**src/rtl/spi_regport_pkg.sv**
```systemverilog
package spi_regport_pkg;
  typedef enum logic [1:0] {
    PH_INSTR = 2'd0,
    PH_DATA  = 2'd1,
    PH_DONE  = 2'd2
  } phase_e;

  localparam logic [1:0] LEN_STREAM = 2'b11;
  localparam int unsigned CFG_TW_BIT  = 7;
  localparam int unsigned CFG_LSB_BIT = 6;
endpackage

```
**src/rtl/spi_sync.sv**
```systemverilog
module spi_sync #(
  parameter int unsigned WIDTH  = 1,
  parameter int unsigned STAGES = 2,
  parameter logic [WIDTH-1:0] RST_VAL = '0
) (
  input  logic             clk_i,
  input  logic             rst_ni,
  input  logic [WIDTH-1:0] d_i,
  output logic [WIDTH-1:0] q_o
);
  logic [WIDTH-1:0] stg [STAGES];

  always_ff @(posedge clk_i or negedge rst_ni) begin
    if (!rst_ni) begin
      for (int i = 0; i < STAGES; i++) stg[i] <= RST_VAL;
    end else begin
      stg[0] <= d_i;
      for (int i = 1; i < STAGES; i++) stg[i] <= stg[i-1];
    end
  end

  assign q_o = stg[STAGES-1];
endmodule

```
**src/rtl/spi_ctrl.sv**
```systemverilog
module spi_ctrl
  import spi_regport_pkg::*;
#(
  parameter int unsigned ADDR_W = 13,
  parameter int unsigned DATA_W = 8
) (
  input  logic              clk_i,
  input  logic              rst_ni,
  input  logic              rise_i,
  input  logic              cs_act_i,
  input  logic              cs_rise_i,
  input  logic              din_i,
  output logic              three_wire_o,
  output logic              lsb_first_o,
  output logic              rd_phase_o,
  output logic [ADDR_W-1:0] reg_addr_o,
  output logic [DATA_W-1:0] reg_wdata_o,
  output logic              reg_we_o,
  output logic              reg_re_o
);
  localparam int unsigned INSTR_W = ADDR_W + 3;
  localparam int unsigned ICNT_W  = $clog2(INSTR_W);
  localparam int unsigned BIT_W   = $clog2(DATA_W);

  phase_e              phase_q;
  logic [ICNT_W-1:0]   icnt_q;
  logic [BIT_W-1:0]    bcnt_q;
  logic [INSTR_W-1:0]  isr_q, isr_nxt;
  logic [DATA_W-1:0]   rsr_q, rsr_nxt;
  logic                rd_q, stream_q;
  logic [1:0]          rem_q;
  logic [ADDR_W-1:0]   cur_addr_q, step_addr;
  logic                boundary, finish, last_byte;

  assign isr_nxt   = lsb_first_o ? {din_i, isr_q[INSTR_W-1:1]} : {isr_q[INSTR_W-2:0], din_i};
  assign rsr_nxt   = lsb_first_o ? {din_i, rsr_q[DATA_W-1:1]}  : {rsr_q[DATA_W-2:0], din_i};
  assign step_addr = lsb_first_o ? cur_addr_q - ADDR_W'(1) : cur_addr_q + ADDR_W'(1);
  assign boundary  = (phase_q == PH_INSTR) ? (icnt_q[BIT_W-1:0] == '0) : (bcnt_q == '0);
  // end of cycle: off-boundary abort, short transfer done, or streaming stop
  assign finish    = !boundary || (phase_q == PH_DONE) || (phase_q == PH_DATA && stream_q);
  assign last_byte = !stream_q && (rem_q == 2'd0);
  assign rd_phase_o = (phase_q == PH_DATA) && rd_q;

  always_ff @(posedge clk_i or negedge rst_ni) begin
    if (!rst_ni) begin
      phase_q      <= PH_INSTR;
      icnt_q       <= '0;
      bcnt_q       <= '0;
      isr_q        <= '0;
      rsr_q        <= '0;
      rd_q         <= 1'b0;
      stream_q     <= 1'b0;
      rem_q        <= '0;
      cur_addr_q   <= '0;
      three_wire_o <= 1'b0;
      lsb_first_o  <= 1'b0;
      reg_addr_o   <= '0;
      reg_wdata_o  <= '0;
      reg_we_o     <= 1'b0;
      reg_re_o     <= 1'b0;
    end else begin
      reg_we_o <= 1'b0;
      reg_re_o <= 1'b0;
      if (cs_rise_i) begin
        if (finish) begin
          phase_q <= PH_INSTR;
          icnt_q  <= '0;
          bcnt_q  <= '0;
        end
      end else if (rise_i && cs_act_i) begin
        unique case (phase_q)
          PH_INSTR: begin
            isr_q <= isr_nxt;
            if (icnt_q == ICNT_W'(INSTR_W-1)) begin
              icnt_q     <= '0;
              bcnt_q     <= '0;
              phase_q    <= PH_DATA;
              rd_q       <= isr_nxt[INSTR_W-1];
              rem_q      <= isr_nxt[INSTR_W-2 -: 2];
              stream_q   <= (isr_nxt[INSTR_W-2 -: 2] == LEN_STREAM);
              cur_addr_q <= isr_nxt[ADDR_W-1:0];
              if (isr_nxt[INSTR_W-1]) begin
                reg_re_o   <= 1'b1;
                reg_addr_o <= isr_nxt[ADDR_W-1:0];
              end
            end else begin
              icnt_q <= icnt_q + ICNT_W'(1);
            end
          end
          PH_DATA: begin
            rsr_q <= rsr_nxt;
            if (bcnt_q == BIT_W'(DATA_W-1)) begin
              bcnt_q     <= '0;
              cur_addr_q <= step_addr;
              if (last_byte) phase_q <= PH_DONE;
              else if (!stream_q) rem_q <= rem_q - 2'd1;
              if (!rd_q) begin
                reg_we_o    <= 1'b1;
                reg_addr_o  <= cur_addr_q;
                reg_wdata_o <= rsr_nxt;
                if (cur_addr_q == '0) begin
                  three_wire_o <= rsr_nxt[CFG_TW_BIT];
                  lsb_first_o  <= rsr_nxt[CFG_LSB_BIT];
                end
              end else if (!last_byte) begin
                reg_re_o   <= 1'b1;
                reg_addr_o <= step_addr;
              end
            end else begin
              bcnt_q <= bcnt_q + BIT_W'(1);
            end
          end
          default: ;
        endcase
      end
    end
  end
endmodule

```
**src/rtl/spi_tx.sv**
```systemverilog
module spi_tx #(
  parameter int unsigned DATA_W = 8
) (
  input  logic              clk_i,
  input  logic              rst_ni,
  input  logic              fetch_i,
  input  logic [DATA_W-1:0] rdata_i,
  input  logic              fall_i,
  input  logic              lsb_first_i,
  output logic              bit_o
);
  logic              load_q;
  logic [DATA_W-1:0] sr_q;

  always_ff @(posedge clk_i or negedge rst_ni) begin
    if (!rst_ni) begin
      load_q <= 1'b0;
      sr_q   <= '0;
      bit_o  <= 1'b0;
    end else begin
      load_q <= fetch_i;
      if (load_q) begin
        sr_q <= rdata_i;
      end else if (fall_i) begin
        bit_o <= lsb_first_i ? sr_q[0] : sr_q[DATA_W-1];
        sr_q  <= lsb_first_i ? {1'b0, sr_q[DATA_W-1:1]} : {sr_q[DATA_W-2:0], 1'b0};
      end
    end
  end
endmodule

```
**src/rtl/spi_regport.sv**
```systemverilog
module spi_regport #(
  parameter int unsigned ADDR_W      = 13,
  parameter int unsigned DATA_W      = 8,
  parameter int unsigned SYNC_STAGES = 2
) (
  input  logic              clk_i,
  input  logic              rst_ni,
  input  logic              sclk_i,
  input  logic              cs_ni,
  input  logic              sdio_i,
  output logic              sdio_o,
  output logic              sdio_oe_o,
  output logic              sdo_o,
  output logic              sdo_oe_o,
  output logic [ADDR_W-1:0] reg_addr_o,
  output logic [DATA_W-1:0] reg_wdata_o,
  output logic              reg_we_o,
  output logic              reg_re_o,
  input  logic [DATA_W-1:0] reg_rdata_i
);
  logic [2:0] pins_s;
  logic       sclk_s, cs_s, din_s;
  logic       sclk_q, cs_q;
  logic       rise, fall, cs_act, cs_rise;
  logic       three_wire, lsb_first, rd_phase, tx_bit;

  // pin order: {sclk, cs_n, sdio}; idle values after reset
  spi_sync #(.WIDTH(3), .STAGES(SYNC_STAGES), .RST_VAL(3'b010)) u_sync (
    .clk_i  (clk_i),
    .rst_ni (rst_ni),
    .d_i    ({sclk_i, cs_ni, sdio_i}),
    .q_o    (pins_s)
  );
  assign {sclk_s, cs_s, din_s} = pins_s;

  always_ff @(posedge clk_i or negedge rst_ni) begin
    if (!rst_ni) begin
      sclk_q <= 1'b0;
      cs_q   <= 1'b1;
    end else begin
      sclk_q <= sclk_s;
      cs_q   <= cs_s;
    end
  end

  assign rise    = sclk_s & ~sclk_q;
  assign fall    = ~sclk_s & sclk_q;
  assign cs_act  = ~cs_s;
  assign cs_rise = cs_s & ~cs_q;

  spi_ctrl #(.ADDR_W(ADDR_W), .DATA_W(DATA_W)) u_ctrl (
    .clk_i        (clk_i),
    .rst_ni       (rst_ni),
    .rise_i       (rise),
    .cs_act_i     (cs_act),
    .cs_rise_i    (cs_rise),
    .din_i        (din_s),
    .three_wire_o (three_wire),
    .lsb_first_o  (lsb_first),
    .rd_phase_o   (rd_phase),
    .reg_addr_o   (reg_addr_o),
    .reg_wdata_o  (reg_wdata_o),
    .reg_we_o     (reg_we_o),
    .reg_re_o     (reg_re_o)
  );

  spi_tx #(.DATA_W(DATA_W)) u_tx (
    .clk_i       (clk_i),
    .rst_ni      (rst_ni),
    .fetch_i     (reg_re_o),
    .rdata_i     (reg_rdata_i),
    .fall_i      (fall),
    .lsb_first_i (lsb_first),
    .bit_o       (tx_bit)
  );

  assign sdo_o     = tx_bit;
  assign sdio_o    = tx_bit;
  assign sdo_oe_o  = cs_act & ~three_wire;
  assign sdio_oe_o = cs_act & three_wire & rd_phase;
endmodule

```
**config.mk**
```make
export PLATFORM = sky130hd
export DESIGN_NAME = spi_regport
export DESIGN_NICKNAME = d
export VERILOG_FILES = /design/src/rtl/spi_regport_pkg.sv /design/src/rtl/spi_sync.sv /design/src/rtl/spi_ctrl.sv /design/src/rtl/spi_tx.sv /design/src/rtl/spi_regport.sv
export SDC_FILE = /design/constraint.sdc
export NUM_CORES = 1
export LEC_CHECK = 0
export ABC_AREA = 1
export BUFFER_PORTS_ARGS = -buffer_cell sky130_fd_sc_hd__buf_2
export CORE_AREA = 2 2 85 168
export CTS_CLUSTER_DIAMETER = 60
export DETAILED_ROUTE_END_ITERATION = 6
export DIE_AREA = 0 0 87 170
export PLACE_DENSITY = 0.57
export SLEW_MARGIN = 20
export SYNTH_ARGS = -nofsm -noshare
export SYNTH_HDL_FRONTEND = slang
export SYNTH_SLANG_ARGS = --single-unit
```
**constraint.sdc**
```tcl
create_clock -name clk_i -period 2.75 [get_ports clk_i]
set_input_delay 0.1375 -clock clk_i [delete_from_list [all_inputs] [get_ports clk_i]]
set_output_delay 0.1375 -clock clk_i [all_outputs]
set_load 0.02 [all_outputs]
```
# Yosys cells after proc, flatten, opt, wreduce, memory -nomap -nowiden
# Cells that the tools add are included.
dict set report classes {
  n_addsub 5
  order_cmp 0
  muxes 53
  shifts 0
  n_bitwise 14
  multipliers 0
  eq_ne 15
  div_mod_pow 0
  n_reduce_logical 30
}
# op count
set op_table {}
lappend op_table {{$mux 13} 8}
lappend op_table {{$pmux 13 s2} 2}
lappend op_table {{$mux 8} 4}
lappend op_table {{$mux 2} 10}
lappend op_table {{$mux 4} 5}
lappend op_table {{$mux 16} 1}
lappend op_table {{$mux 3} 5}
lappend op_table {{$mux 1} 14}
lappend op_table {{$reduce_and 7->1} 2}
lappend op_table {{$add 13x1->13 const B} 1}
lappend op_table {{$logic_not 13->1} 1}
lappend op_table {{$sub 13x1->13 const B} 1}
lappend op_table {{$reduce_and 6->1} 2}
lappend op_table {{$reduce_and 5->1} 2}
lappend op_table {{$ne 3x3->1 const B} 3}
lappend op_table {{$reduce_and 3->1} 3}
lappend op_table {{$ne 2x2->1 const B} 4}
lappend op_table {{$not 1->1} 8}
lappend op_table {{$pmux 2 s2} 2}
lappend op_table {{$reduce_and 4->1} 2}
lappend op_table {{$reduce_bool 2->1} 4}
lappend op_table {{$and 1x1->1} 6}
lappend op_table {{$logic_not 3->1} 2}
lappend op_table {{$pmux 3 s2} 1}
lappend op_table {{other kinds (16)} 24}
dict set report totals {
  mem_count 0
  romBits 0
  input_bits 13
  ram_bits 0
  output_inout_bits 27
  reg_bits 93
  elab_cells 139
  latch_bits 0
}

# Logic depth before layout (Yosys ltp)
# Gate-level depths: netlist of the first run.
dict set report depth {
  word_depth 8
  mapped_depth 14
}

# Hierarchy
# A second synthesis of the first run with hierarchy kept.
dict set report unflattened {
  hier_cells 724
  area_unflattened_um2 5323.9
}
# module cells_per_inst instances seq_area_each_um2 area_per_inst_um2
set modules_own_cells {}
lappend modules_own_cells {spi_ctrl 622 1 1876.8 4505.6}
lappend modules_own_cells {spi_tx 81 1 250.2 548.0}
lappend modules_own_cells {spi_sync 9 1 152.6 175.2}
lappend modules_own_cells {spi_regport 12 1 51.3 95.1}

# Least setup slack after synthesis of the first run
# OpenSTA, ideal clock, no wires.
dict set report synth_path {
  kind {register to register}
  start {register u_ctrl.lsb_first_o}
  end {register u_ctrl.reg_addr_o[6]}
  path_stages_with_launch 13
  arrival_time_ns 2.116
  period_less_slack_ns 2.242
  setup_slack_ns 0.508
  setup_time_ns 0.126
  cell_sequence {dfrtp_1 buf_4 inv_1 buf_2 fa_1 inv_1 nand3_1 nand3_1 nand2_1 nand3_1 nand2_1 o21ai_0 a21oi_1}
}
dict set report synth_via {
  elab_chain_cells 5
  elab_cells_between_ends 10
}
# item line
set synth_lines {}
lappend synth_lines {{from (decl)} spi_ctrl.sv:14} ;# output logic lsb_first_o,
lappend synth_lines {{from (signal assigned)} spi_ctrl.sv:103} ;# lsb_first_o <= rsr_nxt[CFG_LSB_BIT];
lappend synth_lines {{$mux 13} spi_ctrl.sv:37} ;# assign step_addr = lsb_first_o ? cur_addr_q - ADDR_W'(1) : cur_addr_q + ADDR_W'(1);
lappend synth_lines {{$mux 13} spi_ctrl.sv:105} ;# end else if (!last_byte) begin
lappend synth_lines {{$mux 13} spi_ctrl.sv:97} ;# if (!rd_q) begin
lappend synth_lines {{$mux 13} spi_ctrl.sv:92} ;# if (bcnt_q == BIT_W'(DATA_W-1)) begin
lappend synth_lines {{$pmux 13 s2} spi_ctrl.sv:71} ;# unique case (phase_q)
lappend synth_lines {{to (signal assigned)} spi_ctrl.sv:84} ;# reg_addr_o <= isr_nxt[ADDR_W-1:0];
lappend synth_lines {{to (signal assigned)} spi_ctrl.sv:99} ;# reg_addr_o <= cur_addr_q;
lappend synth_lines {{to (signal assigned)} spi_ctrl.sv:107} ;# reg_addr_o <= step_addr;
lappend synth_lines {{to (decl)} spi_ctrl.sv:16} ;# output logic [ADDR_W-1:0] reg_addr_o,
# Parallel ways exist; a longest one is shown, timed or not. The select of a mux whose other input is x is not followed.
# A chain may end at the register's enable or synchronous reset.

# Final worst setup path of the first run
dict set report layout_path {
  start {register u_ctrl.lsb_first_o}
  end {register u_ctrl.cur_addr_q[7]}
}
dict set report layout_via {
  elab_chain_cells 3
  elab_cells_between_ends 5
}
# item line
set layout_lines {}
lappend layout_lines {{$mux 13 / $mux 16 (equally long branches)} {spi_ctrl.sv:37, spi_ctrl.sv:35}}
lappend layout_lines {{$mux 13 (on tied branches)} {spi_ctrl.sv:92, spi_ctrl.sv:74}}
lappend layout_lines {{$pmux 13 s2 *} spi_ctrl.sv:71}
lappend layout_lines {{to (signal assigned)} spi_ctrl.sv:81} ;# cur_addr_q <= isr_nxt[ADDR_W-1:0];
lappend layout_lines {{to (signal assigned)} spi_ctrl.sv:94} ;# cur_addr_q <= step_addr;
lappend layout_lines {{to (decl)} spi_ctrl.sv:32} ;# logic [ADDR_W-1:0] cur_addr_q, step_addr;
# Every way passes the cells marked *; elsewhere a longest branch is shown, timed or not. The select of a mux whose other input is x is not followed.

==> out/metrics.cfg, run 1 <==
[status]
outcome=complete, no violations

[sta]
layout_min_cycle_time_ps=2303
finalHoldViolations=0
max_clock_freq_mhz=434.2
setup_tns_ps=0
min_period_over_period_pct=83.76
fin_skew_ps=13.82
tightestPinTransition_ps=736.3
report.final.slew_viol_count=0
slew_headroom_pct=50.86
finalSetupViolations=0
grt_setup_unrepaired=no

[clocking]
cts_tree=done
path_clk_slew_ps=70
htreeDepth=3
clkSinkCount=93
clk_latency_ps=350
cts_root_buffer=clkbuf_16
numCtsBuffers=9
clk_path_buf_depth=2

[place]
post_dp_cell_area_um2=5608
port_buffers=39
gp_congestion=0.9588
dp_hpwl_um=10710
post-place-cells=869

[setup_path]
crit_fanout=24
path_cells=buf_4 -> ha_1 -> nand2_1 -> inv_1 -> nand2_1 -> nand2_1 -> inv_1 -> nand2_1 -> xnor2_1 -> nor2_1 -> o21a_1
cp-endpoint=u_ctrl.cur_addr_q[7]
worst-path-stages=11
worstReg2RegEnd=u_ctrl.cur_addr_q[7]
endpoint_kind=flip-flop
path_buf_inv=3
crit_type=flip-flop to flip-flop
rr_startpoint=u_ctrl.lsb_first_o
crit_required_ps=2990
cpPeakStageDelay_ps=530
ff2ff_setup_slack_ps=450
startpoint=u_ctrl.lsb_first_o
slowest_stage=dfrtp_1
crit_family=flip-flops
cp-start-kind=flip-flop
crit_top_cell=nand2_1
rr_worst_depth=11
crit_arrival_ps=2540

[job]
maxCapViolCount=0

[grt]
grt_pass1_vias=4672
antenna_found_initial=0
grt_use_total_pct=20.09
grt_max_degree=59
grt_pass1_wl_um=22890
grt-ovfl-total=0

[route]
wl_per_cell_um=15.99
routed_via_density=5.209
totalWireLength_um=14200
drtAntennaViolNets=0
drt_first_pass_iters=7
drt_iter0_markers=291
remaining_drc_errors=0
num_vias=4626

[floorplanning]
die_area_um2=14790
die_w_um=87
start_util_pct=39.42
io_pins=40
die_y_um=170
rows=60
core_um2=13440

[power]
seqPwrFrac_pct=48.1
pwr-share-comb_pct=7.3
swShare_pct=24.20
power.switching_uw=744.7
power_density_nw_per_um2=515.4
peakVddDrop_uv=339.6
clkPwrFrac_pct=44.6
p_leak_nw=3.041
internal_power_mw=2.332

[logic_synthesis]
syn_inst=690
ys_ff_latch=93
synth-edff-count=0
synth_warnings=0
ys.flop_type=dfrtp_1
synth_area_um2=5298
synth_fp_nets=721
synth.avg_cell_area_um2=7.678
synthArstFlopShare_pct=100.0
synth_cell_type_count=43
seq_area_frac_synth_pct=44.00

[final_layout]
area_growth_pct=12.68
final_net_count=760
antenna_cells=0
postLayoutCellArea_um2=5969
finalNonFillerCells=888
drive_gt1_share_pct=13.10

[hold_path]
hold_path.class=input port to flip-flop

[cell usage in the layout (no fill, tap or decap), types with 4 or more instances in the layout]
| cell | count |
|---|---|
| o21ai_0 | 68 |
| nand3_1 | 28 |
| a22oi_2 | 8 |
| a21oi_1 | 38 |
| inv_1 | 83 |
| nor2_2 | 5 |
| xnor2_1 | 5 |
| nand4_1 | 10 |
| dfrtp_1 | 90 |
| nand2_1 | 193 |
| nor2_1 | 68 |
| buf_2 | 38 |
| clkbuf_16 | 9 |
| inv_2 | 4 |
| buf_4 | 9 |
| a22oi_1 | 6 |
| dlygate4sd3_1 | 4 |
| ha_1 | 17 |
| mux2i_1 | 4 |
[worst reg2reg max path, stage by stage, from the launching register on]
cell and delay, ps:
dfrtp_1 530, buf_4 360, ha_1 360, nand2_1 180, inv_1 60, nand2_1 70
nand2_1 100, inv_1 70, nand2_1 50, xnor2_1 170, nor2_1 60, o21a_1 180
[registers in the layout, summed over array words and instances, names as in the netlist, 2 cells and up]
signal	flops
u_ctrl.isr_q	16
u_ctrl.rsr_q	8
u_tx.sr_q	8
u_ctrl.icnt_q	4
u_ctrl.phase_q	2
u_sync.q_o	3
u_ctrl.reg_addr_o	13
u_ctrl.cur_addr_q	13
u_sync.stg	3
u_ctrl.bcnt_q	3
u_ctrl.rem_q	2
u_ctrl.reg_wdata_o	8
[per-layer routing]
metal,vias up,track usage (%),wire [um]
met4,0,9.851,465
met3,30,2.764,268
li1,2291,-,-
met1,2218,20.40,5221
met5,-,0,0
met2,87,38.47,8240
[cell usage after synthesis, types with 3 or more instances]
cell type / count / area share (%)
inv_1: 83 / 5.9
clkbuf_1: 7 / 0.50
o21ai_1: 3 / 0.28
nor4_1: 3 / 0.35
buf_4: 4 / 0.57
inv_2: 4 / 0.28
a22oi_1: 6 / 0.85
a22oi_2: 8 / 1.9
o21a_1: 3 / 0.43
nor2_1: 68 / 4.8
buf_6: 4 / 0.85
nand3_1: 28 / 2.6
mux2i_1: 4 / 0.76
a21oi_1: 38 / 3.6
dfrtp_1: 90 / 43
xnor2_1: 5 / 0.83
buf_2: 8 / 0.76
nor2_4: 3 / 0.64
nor2_2: 5 / 0.59
nand4_1: 10 / 1.2
o21ai_0: 68 / 6.4
nand2_1: 193 / 14
ha_1: 17 / 4.0
dfstp_2: 3 / 1.5
[how the worst min path moves through the flow]
| stage | from | endpoint | slack [ps] | depth (start not counted) |
|---|---|---|---|---|
| 2_1_floorplan | rst_ni | sclk_q | -160 | 0 |
| 3_3_place_gp | rst_ni | u_tx.sr_q[3] | 130 | 1 |
| 3_5_place_dp | rst_ni | u_tx.sr_q[4] | 140 | 1 |
| 4_1_cts | reg_rdata_i[0] | u_tx.sr_q[0] | 7 | 3 |
| 5_1_grt | reg_rdata_i[0] | u_tx.sr_q[0] | 40 | 3 |
| 6_report | reg_rdata_i[0] | u_tx.sr_q[0] | 10 | 3 |
[power groups by stage]
stage	registers [mW]	logic [mW]	clock network, mW
global route	1.49	0.262	1.45
global placement	1.51	0.218	0
detailed placement	1.51	0.224	0
floorplan	1.49	0.139	0
finish	1.48	0.225	1.37
CTS	1.48	0.230	1.39
[layout make-up]
cell class	count	area [um2]
fill	1333	7468
multi-input combinational	484	2466
sequential	93	2331
inverter	89	339.1
timing repair buffer	52	317.8
clock buffer	10	239.0
tap	155	193.9
clock inverter	5	82.58
[cell families after synthesis]
logic type / Yosys count / share of synthesized area, %
fa+ha+maj: 18 / 4.393
xor+xnor: 7 / 1.157
buf+inv: 113 / 9.447
mux: 5 / 0.9684
simple gates: 319 / 25.25
flops: 93 / 44.00
compound gates: 135 / 14.79
[metrics by stage]
| step | util (%) | worst slack, ps | total power [mW] | hold slack [ps] |
|---|---|---|---|---|
| after global routing | 44.42 | 256.1 | 3.198 | 35.06 |
| after CTS | 44.42 | 430.5 | 3.105 | 7.260 |
| final | 44.42 | 446.7 | 3.077 | 12.96 |
| after global placement | 41.73 | 537.6 | 1.723 | 130.4 |
| after detailed placement | 41.73 | 463.1 | 1.731 | 138.4 |
| after floorplan | - | 508.0 | 1.632 | -158.1 |
[repair_timing]
item / in CTS / in global routing
gates resized for setup: 0 / 0
endpoints found under the hold margin: 38 / 0
setup buffers: 0 / 0
hold buffers: 4 / 0
(Power assumes the default switching activity.)
==> run 2, diff against run 1 <==
--- a/config.mk
+++ b/config.mk
@@ -11,7 +11,7 @@
 export CTS_CLUSTER_DIAMETER = 60
 export DETAILED_ROUTE_END_ITERATION = 6
 export DIE_AREA = 0 0 87 170
-export PLACE_DENSITY = 0.57
+export PLACE_DENSITY = 0.59
 export SLEW_MARGIN = 20
 export SYNTH_ARGS = -nofsm -noshare
 export SYNTH_HDL_FRONTEND = slang
==> constraint.sdc (replaced) <==
create_clock -name clk_i -period 1.97 [get_ports clk_i]
set_input_delay 0.0985 -clock clk_i [delete_from_list [all_inputs] [get_ports clk_i]]
set_output_delay 0.0985 -clock clk_i [all_outputs]
set_load 0.02 [all_outputs]
==> out/metrics.cfg, run 2 (synthesis results as in run 1) <==
[status]
outcome=complete, no violations

[floorplanning]
start_util_pct=39.42
io_pins=40
core_um2=13440
rows=60
die_w_um=87
die_y_um=170
die_area_um2=14790

[route]
remaining_drc_errors=0
wl_per_cell_um=15.89
drtAntennaViolNets=0
drt_iter0_markers=268
routed_via_density=5.242
num_vias=4749
totalWireLength_um=14390
drt_first_pass_iters=5

[sta]
finalHoldViolations=0
finalSetupViolations=0
tightestPinTransition_ps=606.3
grt_setup_unrepaired=yes
hold_slack_ps=63.65
report.final.slew_viol_count=0
fin_ws_ps=98.69
fin_skew_ps=8.205
layout_min_cycle_time_ps=1871
slew_headroom_pct=59.43
min_period_over_period_pct=94.99
max_clock_freq_mhz=534.4
setup_tns_ps=0

[grt]
antenna_found_initial=0
grt_pass1_vias=4856
grt_pass1_wl_um=23080
grt_use_total_pct=20.09
grt-ovfl-total=0
grt_max_degree=36

[final_layout]
reg_top3=u_ctrl.isr_q: 16 flops, u_ctrl.cur_addr_q: 13 flops, u_ctrl.reg_addr_o: 13 flops
multiInputGateArea_um2=2640
area_growth_pct=18.37
largest-register=u_ctrl.isr_q
antenna_cells=0
final_net_count=777
drive_gt1_share_pct=17.98
fillers=1343
final_common_cell=nand2_1
mostFrequentLayoutCells=nand2_1, dfrtp_1, inv_1, o21ai_0, nor2_1
largest_reg_flops=16
register_area_um2=2332

[power]
internal_power_mw=3.138
peakVddDrop_uv=603.5
pwr-share-comb_pct=7.8
power_density_nw_per_um2=664.6
p_leak_nw=3.104
clkPwrFrac_pct=42.6
power.switching_mw=1.029
seqPwrFrac_pct=49.7
swShare_pct=24.70

[setup_path]
crit_family=simple AND/OR/NAND/NOR gates
crit_arrival_ps=2140
path_buf_inv=2
rr_startpoint=u_ctrl.lsb_first_o
crit_top_cell=nand2_1
crit_required_ps=2240
cpPeakStageDelay_ps=430
rr_worst_depth=12
cp-start-kind=flip-flop
startpoint=u_ctrl.lsb_first_o
path_cells=buf_12 -> ha_4 -> nand2_1 -> inv_1 -> nand2_1 -> nand2_1 -> nand2_1 -> nand3_1 -> nand2_1 -> nand3_1 -> nand2_1 -> a21oi_1
slowest_stage=dfrtp_2
crit_fanout=12
endpoint_kind=flip-flop
ff2ff_setup_slack_ps=100
crit_type=flip-flop to flip-flop
worstReg2RegEnd=u_ctrl.reg_addr_o[9]

[hold_path]
hold_path.class=input port to flip-flop
hold_path_startpoint=reg_rdata_i[6]
hold_depth=3
hold_end=u_tx.sr_q[6]

[place]
port_buffers=39
pre_cts_ws_ps=15.78
gp_congestion=0.9000
dp_hpwl_um=10950

[clocking]
cts_tree=done
clk_latency_ps=340
cts_root_buffer=clkbuf_16
post_cts_buffers=0
clk_path_buf_depth=2
path_clk_slew_ps=70
clkSinkCount=93
htreeDepth=3
numCtsBuffers=9

[job]
maxCapViolCount=0

run 2: changes by cell type in the layout (fill, tap and decap cells not counted), sizes merged:
cell         change
clkbuf           +1
inv              -2
clkinv           +1
dlygate4sd3      +2
clkinvlp         +2
bufinv           -1
buf             +15
run 2: worst reg2reg max path, cell delays in order (launching register included):
cell     delay [ps]
dfrtp_2         430
buf_12          170
ha_4            310
nand2_1         100
inv_1           100
nand2_1          70
nand2_1          90
nand2_1          80
nand3_1          80
nand2_1          70
nand3_1          70
nand2_1          90
a21oi_1         140
run 2: through the flow:
stage          cells  total power, mW  utilization (%)  instance area [um2]
2_1_floorplan    690            2.279                -                 5313
3_3_place_gp     884            2.407            42.73                 5742
3_5_place_dp     884            2.422            42.73                 5742
4_1_cts          906            4.215            45.42                 6103
5_1_grt          906            4.341            46.67                 6271
6_report         906            4.168            46.67                 6271
run 2: cell type report:
cell class              instances  area share (%)
repair buffers                 69           7.382
clock buffers                  11           3.871
well taps                     155           3.093
flip-flops and latches         93           37.19
inverters                      89           5.427
clock inverters                 5          0.9378
multi-input cells             484           42.10
run 2: worst max path at each step:
stage | depth (start not counted) | slack (ps) | endpoint
2_1_floorplan | 14 | 40 | u_ctrl.reg_addr_o[8]
3_3_place_gp | 11 | 70 | u_ctrl.reg_addr_o[12]
3_5_place_dp | 10 | 20 | u_ctrl.reg_addr_o[5]
4_1_cts | 10 | 20 | u_ctrl.reg_addr_o[5]
5_1_grt | 12 | -40 | u_ctrl.reg_addr_o[9]
6_report | 12 | 100 | u_ctrl.reg_addr_o[9]
run 2: timing repair:
item,in CTS,in global routing
endpoints found under the setup margin,0,16
hold buffers,6,0
endpoints found under the hold margin,31,0
resized for setup,0,27
run 2: power groups by stage:
stage	sequential [mW]	combinational, mW	clock, mW
6_report	2.07	0.324	1.77
5_1_grt	2.08	0.376	1.89
4_1_cts	2.07	0.331	1.82
3_5_place_dp	2.10	0.320	0
3_3_place_gp	2.10	0.306	0
2_1_floorplan	2.08	0.194	0
run 2: layer usage:
layer	wire, um	track usage (%)
met4	840	13.25
met5	0	0
met3	322	2.764
met1	5292	20.20
met2	7937	37.01
